File: src/rtl/sysctl_pkg.sv
package sysctl_pkg;

  localparam int ADDR_W = 12;
  localparam int WORD_W = ADDR_W - 2;

  // word offsets (byte offset >> 2)
  localparam logic [WORD_W-1:0] W_STAT    = 10'h000;
  localparam logic [WORD_W-1:0] W_SET     = 10'h001;
  localparam logic [WORD_W-1:0] W_CLR     = 10'h002;
  localparam logic [WORD_W-1:0] W_CAUSE   = 10'h040;
  localparam logic [WORD_W-1:0] W_MASK    = 10'h041;
  localparam logic [WORD_W-1:0] W_SWRST   = 10'h042;
  localparam logic [WORD_W-1:0] W_RETAIN  = 10'h043;
  localparam logic [WORD_W-1:0] W_VTOR    = 10'h044;
  localparam logic [WORD_W-1:0] W_CPUWAIT = 10'h046;
  localparam logic [WORD_W-1:0] W_BUSWAIT = 10'h047;
  localparam logic [WORD_W-1:0] W_WAKE    = 10'h048;
  localparam logic [WORD_W-1:0] W_ID_LO   = 10'h3F4;

  localparam int RST_REQ_BIT = 9;
  localparam int NUM_ID      = 12;

  // plain read/write bank indices
  localparam int NUM_RW     = 5;
  localparam int IX_CAUSE   = 0;
  localparam int IX_MASK    = 1;
  localparam int IX_VTOR    = 2;
  localparam int IX_CPUWAIT = 3;
  localparam int IX_WAKE    = 4;

  typedef enum logic [3:0] {
    RG_DBG_STAT,
    RG_DBG_SET,
    RG_DBG_CLR,
    RG_CAUSE,
    RG_MASK,
    RG_SWRST,
    RG_RETAIN,
    RG_VTOR,
    RG_CPUWAIT,
    RG_BUSWAIT,
    RG_WAKE,
    RG_ID,
    RG_NONE
  } reg_sel_e;

  typedef struct packed {
    reg_sel_e   sel;
    logic       rd_ok;
    logic       wr_ok;
    logic [3:0] id_idx;
  } dec_t;

  // identification bytes, index 0 = lowest ID address
  function automatic logic [7:0] id_value(input logic [3:0] idx);
    logic [7:0] v;
    case (idx)
      4'd0:    v = 8'h04;
      4'd4:    v = 8'h54;
      4'd5:    v = 8'hB8;
      4'd6:    v = 8'h0B;
      4'd8:    v = 8'h0D;
      4'd9:    v = 8'hF0;
      4'd10:   v = 8'h05;
      4'd11:   v = 8'hB1;
      default: v = 8'h00;
    endcase
    return v;
  endfunction

endpackage

File: src/rtl/sysctl_addr_dec.sv
module sysctl_addr_dec
  import sysctl_pkg::*;
(
  input  logic [WORD_W-1:0] word,
  output dec_t              dec
);

  reg_sel_e sel;

  always_comb begin
    sel = RG_NONE;
    case (word)
      W_STAT:    sel = RG_DBG_STAT;
      W_SET:     sel = RG_DBG_SET;
      W_CLR:     sel = RG_DBG_CLR;
      W_CAUSE:   sel = RG_CAUSE;
      W_MASK:    sel = RG_MASK;
      W_SWRST:   sel = RG_SWRST;
      W_RETAIN:  sel = RG_RETAIN;
      W_VTOR:    sel = RG_VTOR;
      W_CPUWAIT: sel = RG_CPUWAIT;
      W_BUSWAIT: sel = RG_BUSWAIT;
      W_WAKE:    sel = RG_WAKE;
      default:   if (word >= W_ID_LO) sel = RG_ID;
    endcase
  end

  always_comb begin
    dec.sel    = sel;
    // ID window starts at a word whose low nibble is 4
    dec.id_idx = word[3:0] - 4'd4;
    case (sel)
      RG_DBG_SET, RG_DBG_CLR, RG_SWRST: begin
        dec.rd_ok = 1'b0;
        dec.wr_ok = 1'b1;
      end
      RG_DBG_STAT, RG_BUSWAIT, RG_ID: begin
        dec.rd_ok = 1'b1;
        dec.wr_ok = 1'b0;
      end
      RG_NONE: begin
        dec.rd_ok = 1'b0;
        dec.wr_ok = 1'b0;
      end
      default: begin
        dec.rd_ok = 1'b1;
        dec.wr_ok = 1'b1;
      end
    endcase
  end

endmodule

File: src/rtl/sysctl_regs.sv
module sysctl_regs
  import sysctl_pkg::*;
#(
  parameter int                DATA_W    = 32,
  parameter logic [DATA_W-1:0] VTOR_RST  = 32'h1000_0000,
  parameter logic [DATA_W-1:0] CAUSE_RST = 32'h0000_0001
) (
  input  logic                           clk,
  input  logic                           por_n,
  input  logic                           warm_n,
  input  logic                           wr_fire,
  input  reg_sel_e                       sel,
  input  logic [DATA_W-1:0]              wdata,
  output logic [DATA_W-1:0]              dbg_q,
  output logic [NUM_RW-1:0][DATA_W-1:0]  rw_q,
  output logic [DATA_W-1:0]              retain_q
);

  localparam logic [DATA_W-1:0] ZERO = '0;
  localparam logic [NUM_RW-1:0][DATA_W-1:0] RW_RST =
    {ZERO, ZERO, VTOR_RST, ZERO, CAUSE_RST};
  localparam reg_sel_e RW_SEL [NUM_RW] =
    '{RG_CAUSE, RG_MASK, RG_VTOR, RG_CPUWAIT, RG_WAKE};

  logic sys_rst_n;
  assign sys_rst_n = por_n & warm_n;

  // plain read-as-written words
  for (genvar g = 0; g < NUM_RW; g++) begin : g_rw
    logic [DATA_W-1:0] q;
    always_ff @(posedge clk or negedge sys_rst_n) begin
      if (!sys_rst_n)                      q <= RW_RST[g];
      else if (wr_fire && sel == RW_SEL[g]) q <= wdata;
    end
    assign rw_q[g] = q;
  end

  // debug status with set / clear aliases
  always_ff @(posedge clk or negedge sys_rst_n) begin
    if (!sys_rst_n) begin
      dbg_q <= '0;
    end else if (wr_fire) begin
      if (sel == RG_DBG_SET)      dbg_q <= dbg_q | wdata;
      else if (sel == RG_DBG_CLR) dbg_q <= dbg_q & ~wdata;
    end
  end

  // retention word, cleared only by power-on reset
  always_ff @(posedge clk or negedge por_n) begin
    if (!por_n)                             retain_q <= '0;
    else if (wr_fire && sel == RG_RETAIN)   retain_q <= wdata;
  end

endmodule

File: src/rtl/sysctl_strobe_gen.sv
module sysctl_strobe_gen (
  input  logic clk,
  input  logic rst_n,
  input  logic req_d,
  input  logic ill_d,
  output logic rst_req,
  output logic illegal_acc
);

  always_ff @(posedge clk or negedge rst_n) begin
    if (!rst_n) begin
      rst_req     <= 1'b0;
      illegal_acc <= 1'b0;
    end else begin
      rst_req     <= req_d;
      illegal_acc <= ill_d;
    end
  end

endmodule

File: src/rtl/sysctl_regblock.sv
module sysctl_regblock
  import sysctl_pkg::*;
#(
  parameter int                DATA_W    = 32,
  parameter logic [DATA_W-1:0] VTOR_RST  = 32'h1000_0000,
  parameter logic [DATA_W-1:0] CAUSE_RST = 32'h0000_0001
) (
  input  logic              clk,
  input  logic              por_n,
  input  logic              warm_n,
  input  logic              psel,
  input  logic              penable,
  input  logic              pwrite,
  input  logic [ADDR_W-1:0] paddr,
  input  logic [DATA_W-1:0] pwdata,
  output logic [DATA_W-1:0] prdata,
  output logic              pready,
  output logic              pslverr,
  output logic [DATA_W-1:0] sec_dbg,
  output logic [DATA_W-1:0] cpu_wait,
  output logic [DATA_W-1:0] wake_ctrl,
  output logic [DATA_W-1:0] vtor_base,
  output logic              rst_req,
  output logic              illegal_acc
);

  dec_t                          dec;
  logic                          access, acc_wr, acc_rd;
  logic [DATA_W-1:0]             dbg_q, retain_q, rdata_mux;
  logic [NUM_RW-1:0][DATA_W-1:0] rw_q;
  logic                          req_d, ill_d;
  logic                          unused_lsb;

  assign access     = psel & penable;
  assign acc_wr     = access & pwrite;
  assign acc_rd     = access & ~pwrite;
  assign unused_lsb = ^paddr[1:0];

  sysctl_addr_dec u_dec (
    .word (paddr[ADDR_W-1:2]),
    .dec  (dec)
  );

  sysctl_regs #(
    .DATA_W    (DATA_W),
    .VTOR_RST  (VTOR_RST),
    .CAUSE_RST (CAUSE_RST)
  ) u_regs (
    .clk      (clk),
    .por_n    (por_n),
    .warm_n   (warm_n),
    .wr_fire  (acc_wr),
    .sel      (dec.sel),
    .wdata    (pwdata),
    .dbg_q    (dbg_q),
    .rw_q     (rw_q),
    .retain_q (retain_q)
  );

  always_comb begin
    rdata_mux = '0;
    case (dec.sel)
      RG_DBG_STAT: rdata_mux = dbg_q;
      RG_CAUSE:    rdata_mux = rw_q[IX_CAUSE];
      RG_MASK:     rdata_mux = rw_q[IX_MASK];
      RG_RETAIN:   rdata_mux = retain_q;
      RG_VTOR:     rdata_mux = rw_q[IX_VTOR];
      RG_CPUWAIT:  rdata_mux = rw_q[IX_CPUWAIT];
      RG_WAKE:     rdata_mux = rw_q[IX_WAKE];
      RG_ID:       rdata_mux = DATA_W'(id_value(dec.id_idx));
      default:     rdata_mux = '0;
    endcase
  end

  assign prdata  = (psel && !pwrite) ? rdata_mux : '0;
  assign pready  = 1'b1;
  assign pslverr = 1'b0;

  assign req_d = acc_wr && (dec.sel == RG_SWRST) && pwdata[RST_REQ_BIT];
  assign ill_d = (acc_wr && !dec.wr_ok) || (acc_rd && !dec.rd_ok);

  sysctl_strobe_gen u_strobe (
    .clk         (clk),
    .rst_n       (por_n & warm_n),
    .req_d       (req_d),
    .ill_d       (ill_d),
    .rst_req     (rst_req),
    .illegal_acc (illegal_acc)
  );

  assign sec_dbg   = dbg_q;
  assign cpu_wait  = rw_q[IX_CPUWAIT];
  assign wake_ctrl = rw_q[IX_WAKE];
  assign vtor_base = rw_q[IX_VTOR];

endmodule

File: config.mk
export PLATFORM = sky130hd
export DESIGN_NAME = sysctl_regblock
export DESIGN_NICKNAME = d
export VERILOG_FILES = /design/src/rtl/sysctl_pkg.sv /design/src/rtl/sysctl_addr_dec.sv /design/src/rtl/sysctl_regs.sv /design/src/rtl/sysctl_strobe_gen.sv /design/src/rtl/sysctl_regblock.sv
export SDC_FILE = /design/constraint.sdc
export NUM_CORES = 1
export LEC_CHECK = 0
export BUFFER_PORTS_ARGS = -buffer_cell sky130_fd_sc_hd__buf_2
export CAP_MARGIN = 30
export CORE_UTILIZATION = 33
export CTS_CLUSTER_SIZE = 10
export DETAILED_ROUTE_END_ITERATION = 10
export GPL_ROUTABILITY_DRIVEN = 0
export HOLD_SLACK_MARGIN = 0.08
export PLACE_DENSITY = 0.62
export SLEW_MARGIN = 30
export SYNTH_ARGS = -nofsm -noshare
export SYNTH_HDL_FRONTEND = slang
export SYNTH_SLANG_ARGS = --single-unit
File: constraint.sdc
create_clock -name clk -period 7.4 [get_ports clk]
set_input_delay 0 -clock clk [delete_from_list [all_inputs] [get_ports clk]]
set_output_delay 0 -clock clk [all_outputs]
set_load 0.05 [all_outputs]
==> reports/summary.md, run 1 <==
• area growth from synthesis to layout: 17.9%
• pre-CTS setup slack: 3.72 ns
• Total Die Area: 0.0353 sq mm
• Synth Flop Type: dfrtp_1
• Data required, critical path: 7.40 ns
• kind of critical path: input port to output pin
• maximum fanout encountered on the critical timing path: 28
• reg-to-reg setup timing slack: 6.58 ns
• endpoint class of the critical path: output pin
• Clock Pin Slew Worst Setup and Hold Paths: 0.06 ns
• Die X: 188 microns
• post-route antenna net violation count: 0
• clock latency on the worst-skew pair: 0.53 ns
• number of diodes added for antenna fixing: 0
• transition at the pin with the smallest max-transition slack: 0.997 ns
• via count of the first global-routing pass: 8280
• slowest CP cell: a211oi_2
• maximum VDD drop: 0.169 mV
• clock tree sinks: 226
• number of violations reported at the end of detailed-routing iteration 0: 795
• I/O pin count: 214
• Synthesis Warnings: 0
• initial core utilization: 0.338
• async set or reset register ratio after synthesis: 1.00
• placeable core area: 0.0338 sq mm
• CTS max path bufs: 3
• NumNets Final: 1114
• post-layout instance area: 0.0135 sq mm
• chain of cells forming the critical path: buf_2 > inv_1 > ha_1 > nand2_1 > a211oi_2 > a31o_2 > and2_2 > a222oi_1 > a31oi_1 > buf_2
• filler cell count: 3260
• estimated wirelength of the detail-placed design: 21900 microns
• power density of the placed cells: 191 mW/mm^2
• post-synthesis cell type count: 64
• placed instance count: 1434
• endpoints failing hold: 0
• clock tree root buffer cell: clkbuf_16
• Setup TNS: 0 ns
• final setup skew: 0 ns
• number of antenna violations at the first check in global routing: 0
• vias post-DR: 8232
• number of setup violations in the final report: 0
• Critical Path Start Type: input port
• routed wire length: 34700 microns
• GRT Resource Usage Total: 0.195
• number of flip-flops and latches in the synthesized netlist: 226
• fraction of the core area covered by cells at the end of the flow: 0.398
• cell seen most often among critical-path stages: buf_2
• Final Total Pwr: 2.57 mW
• leakage component of the power: 6.55 nW
• unrepaired setup endpoints after global routing: false
• cell taking the most area after synthesis: dfrtp_1
• Post-Syn Nets: 971
• average cell area after synthesis: 12.5 sq um
• post-synthesis sequential area ratio: 0.496
• TritonCTS clock tree: done
• buffers inserted during post-CTS setup optimization: 0
• Max stage delay on crit path: 0.84 ns
• number of detailed-route iterations in the first pass: 6
• Routed wire per std cell: 22.8 microns
• number of rows in the core area: 67
• leading cell types by total area after synthesis: dfrtp_1, mux2_2, buf_4, a22oi_1, a222oi_1
• GRT overflow: 0
• overall die height: 188 microns
• final critical path time including I/O delays and setup: 3.74 ns
• fraction of final layout cells with drive strength greater than 1: 0.477
• maximum number of pins on one net before global-route repair: 65
• period utilisation layout: 0.506
• timing-limited maximum frequency: 267 MHz
• area post-placement: 0.0123 sq mm
• result of the run: finished clean
• most common cell after layout, fill and taps aside: dfrtp_1
• number of cells produced by synthesis: 912
• count of input and output buffers: 209
• max-slew headroom at the worst pin: 0.334
• number of remaining DRC errors: 0
• per-cell via count in the routed design: 5.42
• Final Hold Slack: 0.0933 ns
• area of the mapped netlist: 0.0114 sq mm
• Synth top area share: 0.491
• Min-Delay Path Class: input port to async pin
• TritonCTS buffer count: 27
• Reg2Reg Depth: 1
• number of standard cells in the layout, taps in and fillers out: 1518
• level count of the clock H-tree: 1
• count of flip-flops with a built-in enable after synthesis: 0
• most frequent cells in the layout: dfrtp_1, mux2_2, buf_2
• final worst-path setup slack: 3.66 ns
• final slew viol count: 0
• crit path DAT: 3.74 ns
• global-route wire length before repair: 52600 microns
• count of maximum capacitance violations: 0
## layout make-up
cell class,count,area (sq um),area share
timing repair buffer,266,1660,0.123
clock inverter,3,18.8,0.00139
multi-input combinational,529,4780,0.355
sequential,226,5660,0.420
inverter,5,18.8,0.00139
clock buffer,41,758,0.0563
tap,448,561,0.0417
## how the worst max path moves through the flow
stage	endpoint	start
after CTS	prdata[9]	paddr[3]
after detailed placement	prdata[9]	paddr[3]
after global routing	prdata[1]	paddr[4]
final	prdata[2]	paddr[3]
after global placement	prdata[9]	paddr[3]
after floorplan	async pin	warm_n
## kinds of logic (layout without fill, tap and decap cells)
kind of cell,count (synthesis),count (layout),synth area share
other,2,2,0.000658
adders and majority gates,9,9,0.00987
buffers and inverters,157,315,0.0940
and+or+nand+nor,119,119,0.0542
DFF,226,226,0.496
muxes,229,229,0.226
AOI/OAI and AO/OA,170,170,0.120
## cells in the mapped netlist (6+ instances only)
cell and number:
a21oi_1 11, a221oi_1 13, a222oi_1 26, a22oi_1 39
a31oi_1 26, a32o_1 9, buf_2 25, buf_4 108
buf_6 6, clkbuf_1 12, dfrtp_1 224, ha_1 9
mux2_1 11, mux2_2 218, nand2_1 53, nand3_1 6
nor2_1 18, o21ai_0 7
## metal layers
metal / GRT usage / up-vias / wire length [microns]
met2: 0.302 / 316 / 16000
met1: 0.276 / 4251 / 15600
met3: 0.0395 / 47 / 2240
met4: 0.0522 / 0 / 842
met5: 0 / - / 0
li1: - / 3618 / -
## worst max-delay path: cells and delay by family
family	cells	cell delay, ns
adders and majority gates	1	0.39
and+or+nand+nor	2	1.00
buffers and inverters	3	0.56
AOI/OAI and AO/OA	4	1.78
## where the power goes
part	switching (mW)	leakage, nW	internal, mW
Combinational	0.0868	3.05	0.0402
Clock	0.498	0.380	0.696
Sequential	0.00285	3.12	1.24
## repair_timing
| action | 4_1_cts | 5_1_grt |
|---|---|---|
| hold buffers | 39 | 0 |
| gates resized for setup | 0 | 0 |
| hold endpoints to repair | 329 | 0 |
Note: power is estimated with default switching activity, not from simulation.
==> run 2: changes to the inputs <==
--- a/config.mk
+++ b/config.mk
@@ -5,6 +5,7 @@
 export SDC_FILE = /design/constraint.sdc
 export NUM_CORES = 1
 export LEC_CHECK = 0
+export ABC_AREA = 1
 export BUFFER_PORTS_ARGS = -buffer_cell sky130_fd_sc_hd__buf_2
 export CAP_MARGIN = 30
 export CORE_UTILIZATION = 33
==> constraint.sdc (replaced) <==
create_clock -name clk -period 3.7 [get_ports clk]
set_input_delay 0 -clock clk [delete_from_list [all_inputs] [get_ports clk]]
set_output_delay 0 -clock clk [all_outputs]
set_load 0.05 [all_outputs]
==> run 2 against run 1 <==
  * Critical path depth up 8
  * Clock skew is the same
  * Via count rose by 36%
==> reports/summary.md, run 2 <==
• result of the run: finished clean, unchanged
• Synth top area share: 0.452, was 0.491
• Final Total Pwr: 5.47 mW, was 2.57 mW
• unrepaired setup endpoints after global routing: false, unchanged
• number of violations reported at the end of detailed-routing iteration 0: 843, was 795
• post-synthesis sequential area ratio: 0.457, was 0.496
• uppermost signal routing layer after detailed routing: met4, unchanged
• clock latency on the worst-skew pair: 0.53 ns, about the same
• final critical path time including I/O delays and setup: 3.15 ns
• post-synthesis cell type count: 35, was 64
• met3 WL post-DR: 2490 microns, was 2240 microns
• Post-Syn Nets: 1654, was 971
• buffers inserted during post-CTS setup optimization: 0, unchanged
• post-layout instance area: 0.0144 sq mm, was 0.0135 sq mm
• cell seen most often among critical-path stages: nand2_1, was buf_2
• placeable core area: 0.0368 sq mm, was 0.0338 sq mm
• transition at the pin with the smallest max-transition slack: 0.755 ns, was 0.997 ns
• launching instance or port of the critical path: paddr[2], was paddr[3]
• number of detailed-route iterations in the first pass: 7, was 6
• Clock Pin Slew Worst Setup and Hold Paths: 0.06 ns, about the same
• Synth Flop Type: dfrtp_1, unchanged
• final worst-path setup slack: 0.555 ns, was 3.66 ns
• placed instance count: 2112, was 1434
• total length of routed met2 wires: 19000 microns, was 16000 microns
• number of setup violations in the final report: 0, unchanged
• leading cell types by total area after synthesis: dfrtp_1, nand2_1, o21ai_1, nand4_1, buf_4, was dfrtp_1, mux2_2, buf_4, a22oi_1, a222oi_1
• Final Hold Slack: 0.191 ns, was 0.0933 ns
• average cell area after synthesis: 7.77 sq um, was 12.5 sq um
• global-route wire length before repair: 63300 microns, was 52600 microns
• count of input and output buffers: 209, unchanged
• clock tree root buffer cell: clkbuf_16, unchanged
• overall die height: 196 microns, was 188 microns
• Reg2Reg Depth: 2, was 1
• estimated wirelength of the detail-placed design: 26600 microns, was 21900 microns
• endpoint class of the critical path: output pin, unchanged
• level count of the clock H-tree: 1, unchanged
• TritonCTS buffer count: 28, was 27
• Resized Gates After CTS: 0, unchanged
• maximum VDD drop: 0.308 mV, was 0.169 mV
• CTS max path bufs: 3, unchanged
• post-route antenna net violation count: 0, unchanged
• I/O pin count: 214, unchanged
• crit path DAT: 3.15 ns, was 3.74 ns
• pre-CTS setup slack: 0.579 ns, was 3.72 ns
• timing-limited maximum frequency: 318 MHz
• number of antenna violations at the first check in global routing: 1, was 0
• fraction of the core area covered by cells at the end of the flow: 0.390, was 0.398
• count of flip-flops with a built-in enable after synthesis: 0, unchanged
• most common cell after layout, fill and taps aside: nand2_1, was dfrtp_1
• number of remaining DRC errors: 0, unchanged
• per-cell via count in the routed design: 5.08, was 5.42
• number of rows in the core area: 70, was 67
• count of hold buffers inserted by post-cts repair: 38, was 39
• chain of cells forming the critical path: buf_2 > inv_1 > ha_1 > nand2_1 > nor2_1 > nand2_2 > nand2_1 > nor2_1 > nand3_2 > nand2_4 > buf_4 > nand2_1 > nand2_1 > nand2_1 > nand3_1 > nand2_2 > a21oi_1 > buf_2, was buf_2 > inv_1 > ha_1 > nand2_1 > a211oi_2 > a31o_2 > and2_2 > a222oi_1 > a31oi_1 > buf_2
• area post-placement: 0.0131 sq mm, was 0.0123 sq mm
• cell taking the most area after synthesis: dfrtp_1, unchanged
• Synthesis Warnings: 0, unchanged
• Min-Delay Path Class: input port to async pin, unchanged
• Total Die Area: 0.0383 sq mm, was 0.0353 sq mm
• Max stage delay on crit path: 0.42 ns, was 0.84 ns
• number of cells produced by synthesis: 1595, was 912
• maximum fanout encountered on the critical timing path: 32, was 28
• endpoints failing hold: 0, unchanged
• Data required, critical path: 3.70 ns, was 7.40 ns
• GRT Resource Usage Total: 0.213, was 0.195
• slowest CP cell: nand2_2, was a211oi_2
• maximum number of pins on one net before global-route repair: 122, was 65
• power density of the placed cells: 381 mW/mm^2, was 191 mW/mm^2
• initial core utilization: 0.337, was 0.338
• number of flip-flops and latches in the synthesized netlist: 226, unchanged
• Setup TNS: 0 ns, unchanged
• kind of critical path: input port to output pin, unchanged
• Die X: 196 microns, was 188 microns
• area growth from synthesis to layout: 15.9%, was 17.9%
• Critical Path Start Type: input port, unchanged
• period utilisation layout: 0.850
• final slew viol count: 0, unchanged
• Routed wire per std cell: 18.5 microns, was 22.8 microns
• reg-to-reg setup timing slack: 2.88 ns, was 6.58 ns
• fraction of final layout cells with drive strength greater than 1: 0.194, was 0.477
• GRT overflow: 0, unchanged
• most frequent cells in the layout: nand2_1, dfrtp_1, buf_2, was dfrtp_1, mux2_2, buf_2
• async set or reset register ratio after synthesis: 1.00, unchanged
• count of maximum capacitance violations: 0, unchanged
• TritonCTS clock tree: done, unchanged
• routed wire length: 40700 microns, was 34700 microns
• leading cell types by count after synthesis: nand2_1, dfrtp_1, o21ai_1, was dfrtp_1, mux2_2, buf_4
• via count of the first global-routing pass: 10784, was 8280
• leading cell type by number of instances after synthesis: nand2_1, was dfrtp_1
• vias post-DR: 11162, was 8232
• clock tree sinks: 226, unchanged
• number of standard cells in the layout, taps in and fillers out: 2198, was 1518
• NumNets Final: 1771, was 1114
• detailed-route wire length on metal 1: 18100 microns, was 15600 microns
• area of the mapped netlist: 0.0124 sq mm, was 0.0114 sq mm
• final setup skew: 0 ns, unchanged
• max-slew headroom at the worst pin: 0.497, was 0.334
• leakage component of the power: 7.47 nW, was 6.55 nW
## run 2: critical path, delay by kind of cell
kind                       cells  cell delay, ns
buffers and inverters          4            0.92
AOI/OAI and AO/OA              1            0.37
adders and majority gates      1            0.25
and+or+nand+nor               12            1.59
## run 2: area by class of cell
| class | instances | area (sq um) |
|---|---|---|
| Fill cell | 3783 | 22400 |
| Sequential cell | 226 | 5660 |
| Multi-Input combinational cell | 1051 | 4990 |
| Timing Repair Buffer | 281 | 1800 |
| Clock buffer | 45 | 826 |
| Tap cell | 468 | 586 |
| Inverter | 124 | 474 |
| Clock inverter | 2 | 13.8 |
| Antenna cell | 1 | 2.50 |
## run 2: how the worst max path moves through the flow
stage | end | slack, ns | cells past startpoint
6_report | prdata[13] | 0.55 | 18
5_1_grt | prdata[13] | 0.32 | 18
4_1_cts | prdata[1] | 0.57 | 16
3_5_place_dp | prdata[1] | 0.58 | 15
3_3_place_gp | prdata[1] | 0.61 | 16
2_1_floorplan | async pin | 1.08 | 2
## run 2: power breakdown
part           total, mW  switching, mW  internal [mW]
Sequential          2.52         0.0233           2.50
Combinational      0.391          0.293         0.0976
Clock               2.56           1.05           1.51
Total               5.47           1.37           4.10
## run 2: routing by layer
metal | vias to the layer above | track usage
li1 | 5361 | -
met1 | 5351 | 0.288
met2 | 387 | 0.349
met3 | 63 | 0.0330
met4 | 0 | 0.0686
met5 | - | 0
## run 2: cells by family after synthesis
| family | after synthesis | synth area share |
|---|---|---|
| other cells | 2 | 0.000606 |
| compound gates | 264 | 0.111 |
| flops | 226 | 0.457 |
| buf+inv | 318 | 0.141 |
| fa+ha+maj | 9 | 0.00909 |
| simple gates | 776 | 0.282 |
